`src/rtl/bank_arb_pkg.sv`:
```
package bank_arb_pkg;

   // Index width that never collapses to zero bits.
   function automatic int idx_width(input int count);
      return (count <= 1) ? 1 : $clog2(count);
   endfunction

   typedef enum logic {
      REQ_READ  = 1'b0,
      REQ_WRITE = 1'b1
   } req_kind_e;

endpackage

```
`src/rtl/bank_busy_timer.sv`:
```
module bank_busy_timer #(
   parameter int CNT_W = 6
) (
   input  logic             clk,
   input  logic             rst_n,
   input  logic             load,
   input  logic [CNT_W-1:0] busy_time,
   input  logic             mark_old,
   output logic             idle,
   output logic             old
);

   logic [CNT_W-1:0] remain;

   always_ff @(posedge clk) begin
      if (!rst_n) begin
         remain <= '0;
         old    <= 1'b0;
      end else begin
         if (load)
            remain <= busy_time;
         else if (remain != '0)
            remain <= remain - 1'b1;

         if (load)
            old <= 1'b0;
         else if (mark_old)
            old <= 1'b1;
      end
   end

   assign idle = (remain == '0);

   // the picker must never grant a bank whose timer is running
   assert_busy_bank_no_grant_R1: assert property (@(posedge clk) disable iff (!rst_n)
      !idle |-> !load);

endmodule

```
`src/rtl/rank_act_window.sv`:
```
module rank_act_window #(
   parameter int WIN   = 16,
   parameter int LIMIT = 4
) (
   input  logic clk,
   input  logic rst_n,
   input  logic mark,
   output logic full
);

   localparam int CW = $clog2(WIN + 1);

   logic [WIN-1:0] hist;
   logic [CW-1:0]  marks;

   always_ff @(posedge clk) begin
      if (!rst_n)
         hist <= '0;
      else
         hist <= {hist[WIN-2:0], mark};
   end

   assign marks = CW'($countones(hist));
   assign full  = (marks >= CW'(LIMIT));

   assert_window_full_no_issue_R6: assert property (@(posedge clk) disable iff (!rst_n)
      full |-> !mark);

endmodule

```
`src/rtl/bank_rr_picker.sv`:
```
module bank_rr_picker #(
   parameter int N            = 8,
   parameter bit RANDOM_START = 1'b0,
   localparam int IW          = bank_arb_pkg::idx_width(N)
) (
   input  logic          clk,
   input  logic          rst_n,
   input  logic [N-1:0]  eligible,
   output logic          grant_valid,
   output logic [IW-1:0] grant_idx,
   output logic [N-1:0]  grant_vec
);

   logic [IW-1:0] start;

   generate
      if (RANDOM_START) begin : g_rand
         logic [15:0] lfsr;
         always_ff @(posedge clk) begin
            if (!rst_n)
               lfsr <= 16'hACE1;
            else
               lfsr <= {lfsr[14:0], lfsr[15] ^ lfsr[13] ^ lfsr[12] ^ lfsr[10]};
         end
         assign start = lfsr[IW-1:0];
      end else begin : g_rr
         logic [IW-1:0] ptr;
         always_ff @(posedge clk) begin
            if (!rst_n)
               ptr <= '0;
            else if (grant_valid)
               ptr <= (grant_idx == IW'(N - 1)) ? '0 : grant_idx + 1'b1;
         end
         assign start = ptr;

         assert_pointer_bank_first_R8: assert property (@(posedge clk) disable iff (!rst_n)
            eligible[ptr] |-> (grant_valid && grant_idx == ptr));
      end
   endgenerate

   always_comb begin
      int slot;
      grant_valid = 1'b0;
      grant_idx   = '0;
      for (int i = 0; i < N; i++) begin
         slot = int'(start) + i;
         if (slot >= N)
            slot = slot - N;
         if (!grant_valid && eligible[slot]) begin
            grant_valid = 1'b1;
            grant_idx   = IW'(slot);
         end
      end
      grant_vec = '0;
      if (grant_valid)
         grant_vec[grant_idx] = 1'b1;
   end

   assert_single_grant_R8: assert property (@(posedge clk) disable iff (!rst_n)
      $onehot0(grant_vec));

endmodule

```
`src/rtl/dram_bank_issue_arbiter.sv`:
```
module dram_bank_issue_arbiter #(
   parameter int NUM_BANKS      = 8,
   parameter int BANKS_PER_RANK = 4,
   parameter int CNT_W          = 6,
   parameter int FAW_WIN        = 16,
   parameter int ACT_LIMIT      = 4,
   parameter int AGE_PERIOD     = 64,
   parameter bit RANDOM_START   = 1'b0,
   localparam int IDX_W         = bank_arb_pkg::idx_width(NUM_BANKS)
) (
   input  logic                 clk,
   input  logic                 rst_n,
   input  logic [NUM_BANKS-1:0] head_valid,
   input  logic [NUM_BANKS-1:0] head_write,
   input  logic [CNT_W-1:0]     cfg_bank_busy,
   input  logic [CNT_W-1:0]     cfg_bus_busy,
   input  logic [CNT_W-1:0]     cfg_rd_to_wr,
   input  logic [CNT_W-1:0]     cfg_rank_switch,
   output logic                 issue_valid,
   output logic [IDX_W-1:0]     issue_bank,
   output logic                 issue_write
);

   import bank_arb_pkg::*;

   localparam int NUM_RANKS = NUM_BANKS / BANKS_PER_RANK;
   localparam int RANK_W    = idx_width(NUM_RANKS);
   localparam int TW        = CNT_W + 1;
   localparam int AGE_W     = idx_width(AGE_PERIOD);

   // elaboration-time parameter checks
   if (NUM_BANKS < 2 || BANKS_PER_RANK < 1 || (NUM_BANKS % BANKS_PER_RANK) != 0)
      $error("bank count must be a multiple of banks per rank");
   if (FAW_WIN < 2 || FAW_WIN > 62 || ACT_LIMIT < 1 || ACT_LIMIT > FAW_WIN)
      $error("activate window settings out of range");
   if (AGE_PERIOD < 2 || CNT_W < 1)
      $error("age period or counter width out of range");
   if (RANDOM_START && ((NUM_BANKS & (NUM_BANKS - 1)) != 0 || IDX_W > 16))
      $error("random start needs a power-of-two bank count");

   logic [NUM_BANKS-1:0] eligible, grant_vec, bank_idle, bank_old, mark_old;
   logic [NUM_RANKS-1:0] rank_full, rank_mark;
   logic [TW-1:0]        bus_any, bus_wr, bus_nr;
   logic [RANK_W-1:0]    last_rank, issue_rank;
   logic [IDX_W-1:0]     rank_wide;
   logic [AGE_W-1:0]     age;
   logic                 age_wrap, age_force;
   req_kind_e            issue_kind;

   assign rank_wide  = issue_bank / IDX_W'(BANKS_PER_RANK);
   assign issue_rank = rank_wide[RANK_W-1:0];
   assign issue_kind = req_kind_e'(head_write[issue_bank]);
   assign issue_write = issue_valid && (issue_kind == REQ_WRITE);

   // age tracking: wrap marks waiting heads as old
   assign age_wrap  = (age == AGE_W'(AGE_PERIOD - 1));
   assign age_force = (32'(age) > (32'(cfg_bank_busy) << 1)) && (|bank_old);

   always_ff @(posedge clk) begin
      if (!rst_n)
         age <= '0;
      else
         age <= age_wrap ? '0 : age + 1'b1;
   end

   // per-bank timers and eligibility
   for (genvar b = 0; b < NUM_BANKS; b++) begin : g_bank
      localparam int RK = b / BANKS_PER_RANK;
      logic ok;

      assign mark_old[b] = age_wrap && head_valid[b];

      bank_busy_timer #(.CNT_W(CNT_W)) u_timer (
         .clk       (clk),
         .rst_n     (rst_n),
         .load      (grant_vec[b]),
         .busy_time (cfg_bank_busy),
         .mark_old  (mark_old[b]),
         .idle      (bank_idle[b]),
         .old       (bank_old[b])
      );

      always_comb begin
         ok = head_valid[b] && bank_idle[b] && (bus_any == '0) && !rank_full[RK];
         if (head_write[b] && (bus_wr != '0))
            ok = 1'b0;
         if (!head_write[b] && (RANK_W'(RK) != last_rank) && (bus_nr != '0))
            ok = 1'b0;
         if (age_force && !bank_old[b])
            ok = 1'b0;
      end
      assign eligible[b] = ok;
   end

   // per-rank activate windows
   for (genvar r = 0; r < NUM_RANKS; r++) begin : g_rank
      assign rank_mark[r] = issue_valid && (issue_rank == RANK_W'(r));

      rank_act_window #(.WIN(FAW_WIN), .LIMIT(ACT_LIMIT)) u_win (
         .clk   (clk),
         .rst_n (rst_n),
         .mark  (rank_mark[r]),
         .full  (rank_full[r])
      );
   end

   bank_rr_picker #(.N(NUM_BANKS), .RANDOM_START(RANDOM_START)) u_pick (
      .clk         (clk),
      .rst_n       (rst_n),
      .eligible    (eligible),
      .grant_valid (issue_valid),
      .grant_idx   (issue_bank),
      .grant_vec   (grant_vec)
   );

   // shared data-bus counters and last rank
   always_ff @(posedge clk) begin
      if (!rst_n) begin
         bus_any   <= '0;
         bus_wr    <= '0;
         bus_nr    <= '0;
         last_rank <= '0;
      end else if (issue_valid) begin
         last_rank <= issue_rank;
         bus_any   <= TW'(cfg_bus_busy);
         if (issue_write) begin
            bus_wr <= TW'(cfg_bus_busy);
            bus_nr <= TW'(cfg_bus_busy);
         end else begin
            bus_wr <= TW'(cfg_bus_busy) + TW'(cfg_rd_to_wr);
            bus_nr <= TW'(cfg_bus_busy) + TW'(cfg_rank_switch);
         end
      end else begin
         if (bus_any != '0) bus_any <= bus_any - 1'b1;
         if (bus_wr  != '0) bus_wr  <= bus_wr  - 1'b1;
         if (bus_nr  != '0) bus_nr  <= bus_nr  - 1'b1;
      end
   end

   assert_grant_has_head_R10: assert property (@(posedge clk) disable iff (!rst_n)
      issue_valid |-> head_valid[issue_bank]);

   assert_bus_busy_blocks_R2: assert property (@(posedge clk) disable iff (!rst_n)
      (bus_any != '0) |-> !issue_valid);

   assert_write_turnaround_R3: assert property (@(posedge clk) disable iff (!rst_n)
      (issue_valid && issue_write) |-> (bus_wr == '0));

   assert_rank_switch_gap_R4: assert property (@(posedge clk) disable iff (!rst_n)
      (issue_valid && !issue_write && issue_rank != last_rank) |-> (bus_nr == '0));

   assert_age_override_R7: assert property (@(posedge clk) disable iff (!rst_n)
      (age_force && issue_valid) |-> bank_old[issue_bank]);

endmodule

```
`config.mk`:
```
export PLATFORM = sky130hd
export DESIGN_NAME = dram_bank_issue_arbiter
export DESIGN_NICKNAME = d
export VERILOG_FILES = /design/src/rtl/bank_arb_pkg.sv /design/src/rtl/bank_busy_timer.sv /design/src/rtl/rank_act_window.sv /design/src/rtl/bank_rr_picker.sv /design/src/rtl/dram_bank_issue_arbiter.sv
export SDC_FILE = /design/constraint.sdc
export NUM_CORES = 1
export LEC_CHECK = 0
export BUFFER_PORTS_ARGS = -buffer_cell sky130_fd_sc_hd__buf_4
export CAP_MARGIN = 0
export CORE_ASPECT_RATIO = 0.75
export CORE_MARGIN = 2
export CORE_UTILIZATION = 45
export DETAILED_ROUTE_END_ITERATION = 8
export PLACE_DENSITY = 0.74
export SLEW_MARGIN = 0
export SYNTH_ARGS = -nofsm -noshare
export SYNTH_HDL_FRONTEND = slang
export SYNTH_SLANG_ARGS = --single-unit
```
`constraint.sdc`:
```
create_clock -name clk -period 9.75 [get_ports clk]
set_input_delay 0.4875 -clock clk [delete_from_list [all_inputs] [get_ports clk]]
set_output_delay 0.4875 -clock clk [all_outputs]
set_load 0.1 [all_outputs]
```
==> results.sh <==
export IMPL_cts_tree="done"
export IMPL_vias=8212
export IMPL_nets=1236
export IMPL_endpoint_kind="output port"
export IMPL_synth_area_per_cell_um2=8.87
export IMPL_post_route_min_period_ns=8.93
export IMPL_cts_hold_buf=0
export IMPL_area_growth_syn_to_layout_pct=10.2
export IMPL_r2r_setup_slack_ns=1.34
export IMPL_clkLatencyLatePin_ns=0.42
export IMPL_fillCellCount=1976
export IMPL_multi_input_area_um2=6600
export IMPL_slowest_stage="a2bb2oi_2"
export IMPL_grt_pass1_vias=7886
export IMPL_grt_max_degree=59
export IMPL_layout_drive_gt1_share_pct=15.7
export IMPL_initial_core_util_pct=45.8
export IMPL_leakagePower_nw=4.46
export IMPL_cts_buffers=17
export IMPL_ctsHtreeMaxLevel=4
export IMPL_setup_tns_ns=0
export IMPL_dpl_cell_area_um2=10100
export IMPL_start_kind="flop"
export IMPL_setup_viol=0
export IMPL_place_inst=1379
export IMPL_avgViaCountPerCell=5.82
export IMPL_path_clk_slew_ns=0.06
export IMPL_cts_root_buf="clkbuf_16"
export IMPL_yosysWarningCount=0
export IMPL_postRouteWirelength_um=24700
export IMPL_grt_overflow_total=0
export IMPL_cp_arrival_ns=8.44
export IMPL_core_area_um2=21100
export IMPL_final_cell_area_um2=10700
export IMPL_antenna_found_initial=0
export IMPL_critPathMaxFanout=15
export IMPL_outcome="completed"
export IMPL_antennaDiodeCount=0
export IMPL_slew_headroom_pct=25.4
export IMPL_synth_edf_count=0
export IMPL_drtIter0Drc=695
export IMPL_post_cts_buffers=0
export IMPL_finalHoldViolCount=0
export IMPL_vdd_drop_max_v=0.000223
export IMPL_drc=0
export IMPL_place_congestion=0.923
export IMPL_chipHeight_um=131
export IMPL_fin_cells=1411
export IMPL_critical_path_buf_inv_count=4
export IMPL_grt_setup_unrepaired="no"
export IMPL_ctsResizeCount=0
export IMPL_syn_area_um2=9670
export IMPL_path_cells="ha_1 > inv_1 > fa_1 > inv_1 > fa_1 > fa_1 > fa_1 > ha_1 > inv_1 > fa_1 > nor4bb_1 > a21oi_2 > nor4_4 > o211ai_1 > mux4_2 > mux2i_4 > a21boi_0 > o21ai_0 > a2bb2oi_2 > mux2_1 > or4_4 > nand4_4 > nor2_1 > buf_4"
export IMPL_grt_pass1_wl_um=40500
export IMPL_drv_cap=0
export IMPL_routedWlPerCell_um=17.5
export IMPL_slew_viol_final=0
export IMPL_fin_crit_sh_pct=91.6
export IMPL_die_area_um2=22700
export IMPL_pin_count=47
export IMPL_syn_inst=1090
export IMPL_io_buffer_count=46
export IMPL_dp_hpwl_um=17800
export IMPL_seq_area_um2=2380
export IMPL_row_count=46
export IMPL_crit_path_max_incr_delay_ns=0.63
export IMPL_hold_class="input pin to flop"
export IMPL_async_flop_share_pct=0
export IMPL_cp_data_required_time_ns=9.26
export IMPL_yosys_most_used_dff="dfxtp_1"
export IMPL_syn_num_nets=1216
export IMPL_grtUsageTotal_pct=22.4
export IMPL_powerDensity_nw_per_um2=366
export IMPL_drtAntennaViolNets=0
export IMPL_synth_seq_cells=119
export IMPL_die_w_um=173
export IMPL_cts_sinks=119
export IMPL_yosysSeqAreaShare_pct=24.6
export IMPL_skew_ns=0.00967
export IMPL_path_class="flop to output port"
export IMPL_fmax_mhz=112
export IMPL_ctsLongestPathBuffers=2
export IMPL_tightest_slew_ns=1.12
export IMPL_crit_family="adder cells"
export IMPL_synth_cell_types=112
export IMPL_dr_pass1_iters=5
export IMPL_critical_path_most_common_cell="fa_1"
-- cell families (layout without fill, tap and decap cells) --
family,Yosys count,in the layout,synth area share (%)
DFF,119,119,24.6
AOI/OAI and AO/OA,219,219,16.3
adders and majority gates,84,84,12.7
buffers and inverters,140,173,7.13
and+or+nand+nor,408,408,24.1
xor gates and xnor gates,46,46,4.17
muxes,74,74,10.9
-- cell usage in the layout (no fill, tap or decap), drive strengths merged, types with 31 or more instances in the layout --
master / instances
ha: 60
buf: 52
a21oi: 69
and2: 35
dfxtp: 119
nor3: 37
o21ai: 31
nor2: 111
nand2: 75
mux2i: 44
inv: 92
-- synthesized netlist by cell type (9+ instances only) --
cell type	count	share of area (%)
nand2_1	73	2.8
mux2i_1	42	4.3
o21ai_0	26	1.3
or3_1	9	0.58
nor2_1	109	4.2
dfxtp_1	119	25
nand2b_1	20	1.3
ha_1	60	7.8
a31oi_1	10	0.65
a21oi_1	67	3.5
buf_6	9	1.0
nand3_1	24	1.2
and2_1	33	2.1
clkbuf_1	22	0.85
nor3_1	33	1.7
xor2_1	17	1.5
xnor2_1	29	2.6
nand4_1	10	0.65
fa_1	24	5.0
a211oi_1	11	0.85
mux4_2	16	3.7
inv_1	85	3.3
o211ai_1	14	1.1
a22oi_1	11	0.85
and3_1	14	0.91
-- per-layer routing --
metal	vias up	wire length, um	track usage, %
met4	0	414	7.28
met5	-	0	0
met3	37	2000	4.57
met1	3905	11600	31.2
li1	3960	-	-
met2	310	10700	34.8
-- state kept, by name, indices dropped and copies added (netlist names) --
signal,flops
g_bank.u_timer.remain,48
bus_nr,7
bus_wr,7
g_bank.u_timer.old,8
g_rank.u_win.hist,32
age,6
bus_any,7
last_rank,1
u_pick.g_rr.ptr,3
-- power breakdown --
| part | switching (mW) | leakage (nW) | internal [mW] | total, mW |
|---|---|---|---|---|
| registers | 0.113 | 0.977 | 0.618 | 0.731 |
| clock network | 0.256 | 0.288 | 0.382 | 0.638 |
| logic | 1.58 | 3.20 | 0.948 | 2.53 |
-- tightest hold or removal path, delay by kind of cell --
kind                   cells  cell delay [ns]
AO/OA/AOI/OAI              1             0.06
buffers and inverters      1             0.12
AND/OR/NAND/NOR            1             0.08
-- stage by stage --
| step | hold slack (ns) | worst slack (ns) | util [%] | total power, mW |
|---|---|---|---|---|
| finish | 0.379 | 0.819 | 50.5 | 3.90 |
| global route | 0.376 | 0.323 | 50.5 | 4.18 |
| CTS | 0.357 | 0.848 | 50.5 | 3.88 |
| global placement | 0.448 | 1.51 | 47.6 | 3.18 |
| detailed placement | 0.451 | 1.37 | 47.6 | 3.22 |
| floorplan | 0.426 | 1.02 | - | 2.85 |
-- final timing paths --
path,startpoint,to,cells after the start
worst min-delay path,cfg_bus_busy[1],bus_any[1],3
worst max register to register,g_rank[1].u_win.hist[14],bus_wr[5],25
worst min register to register,g_rank[1].u_win.hist[11],g_rank[1].u_win.hist[12],1
worst max-delay path,g_rank[1].u_win.hist[14],issue_write,24
-- cell type report --
class / count / area share, %
tap: 288 / 3.38
clock inverter: 15 / 1.59
multi-input combinational: 831 / 61.9
inverter: 89 / 3.13
clock buffer: 17 / 3.99
timing repair buffer: 52 / 3.66
sequential: 119 / 22.4
Note: power is estimated with default switching activity, not from simulation.
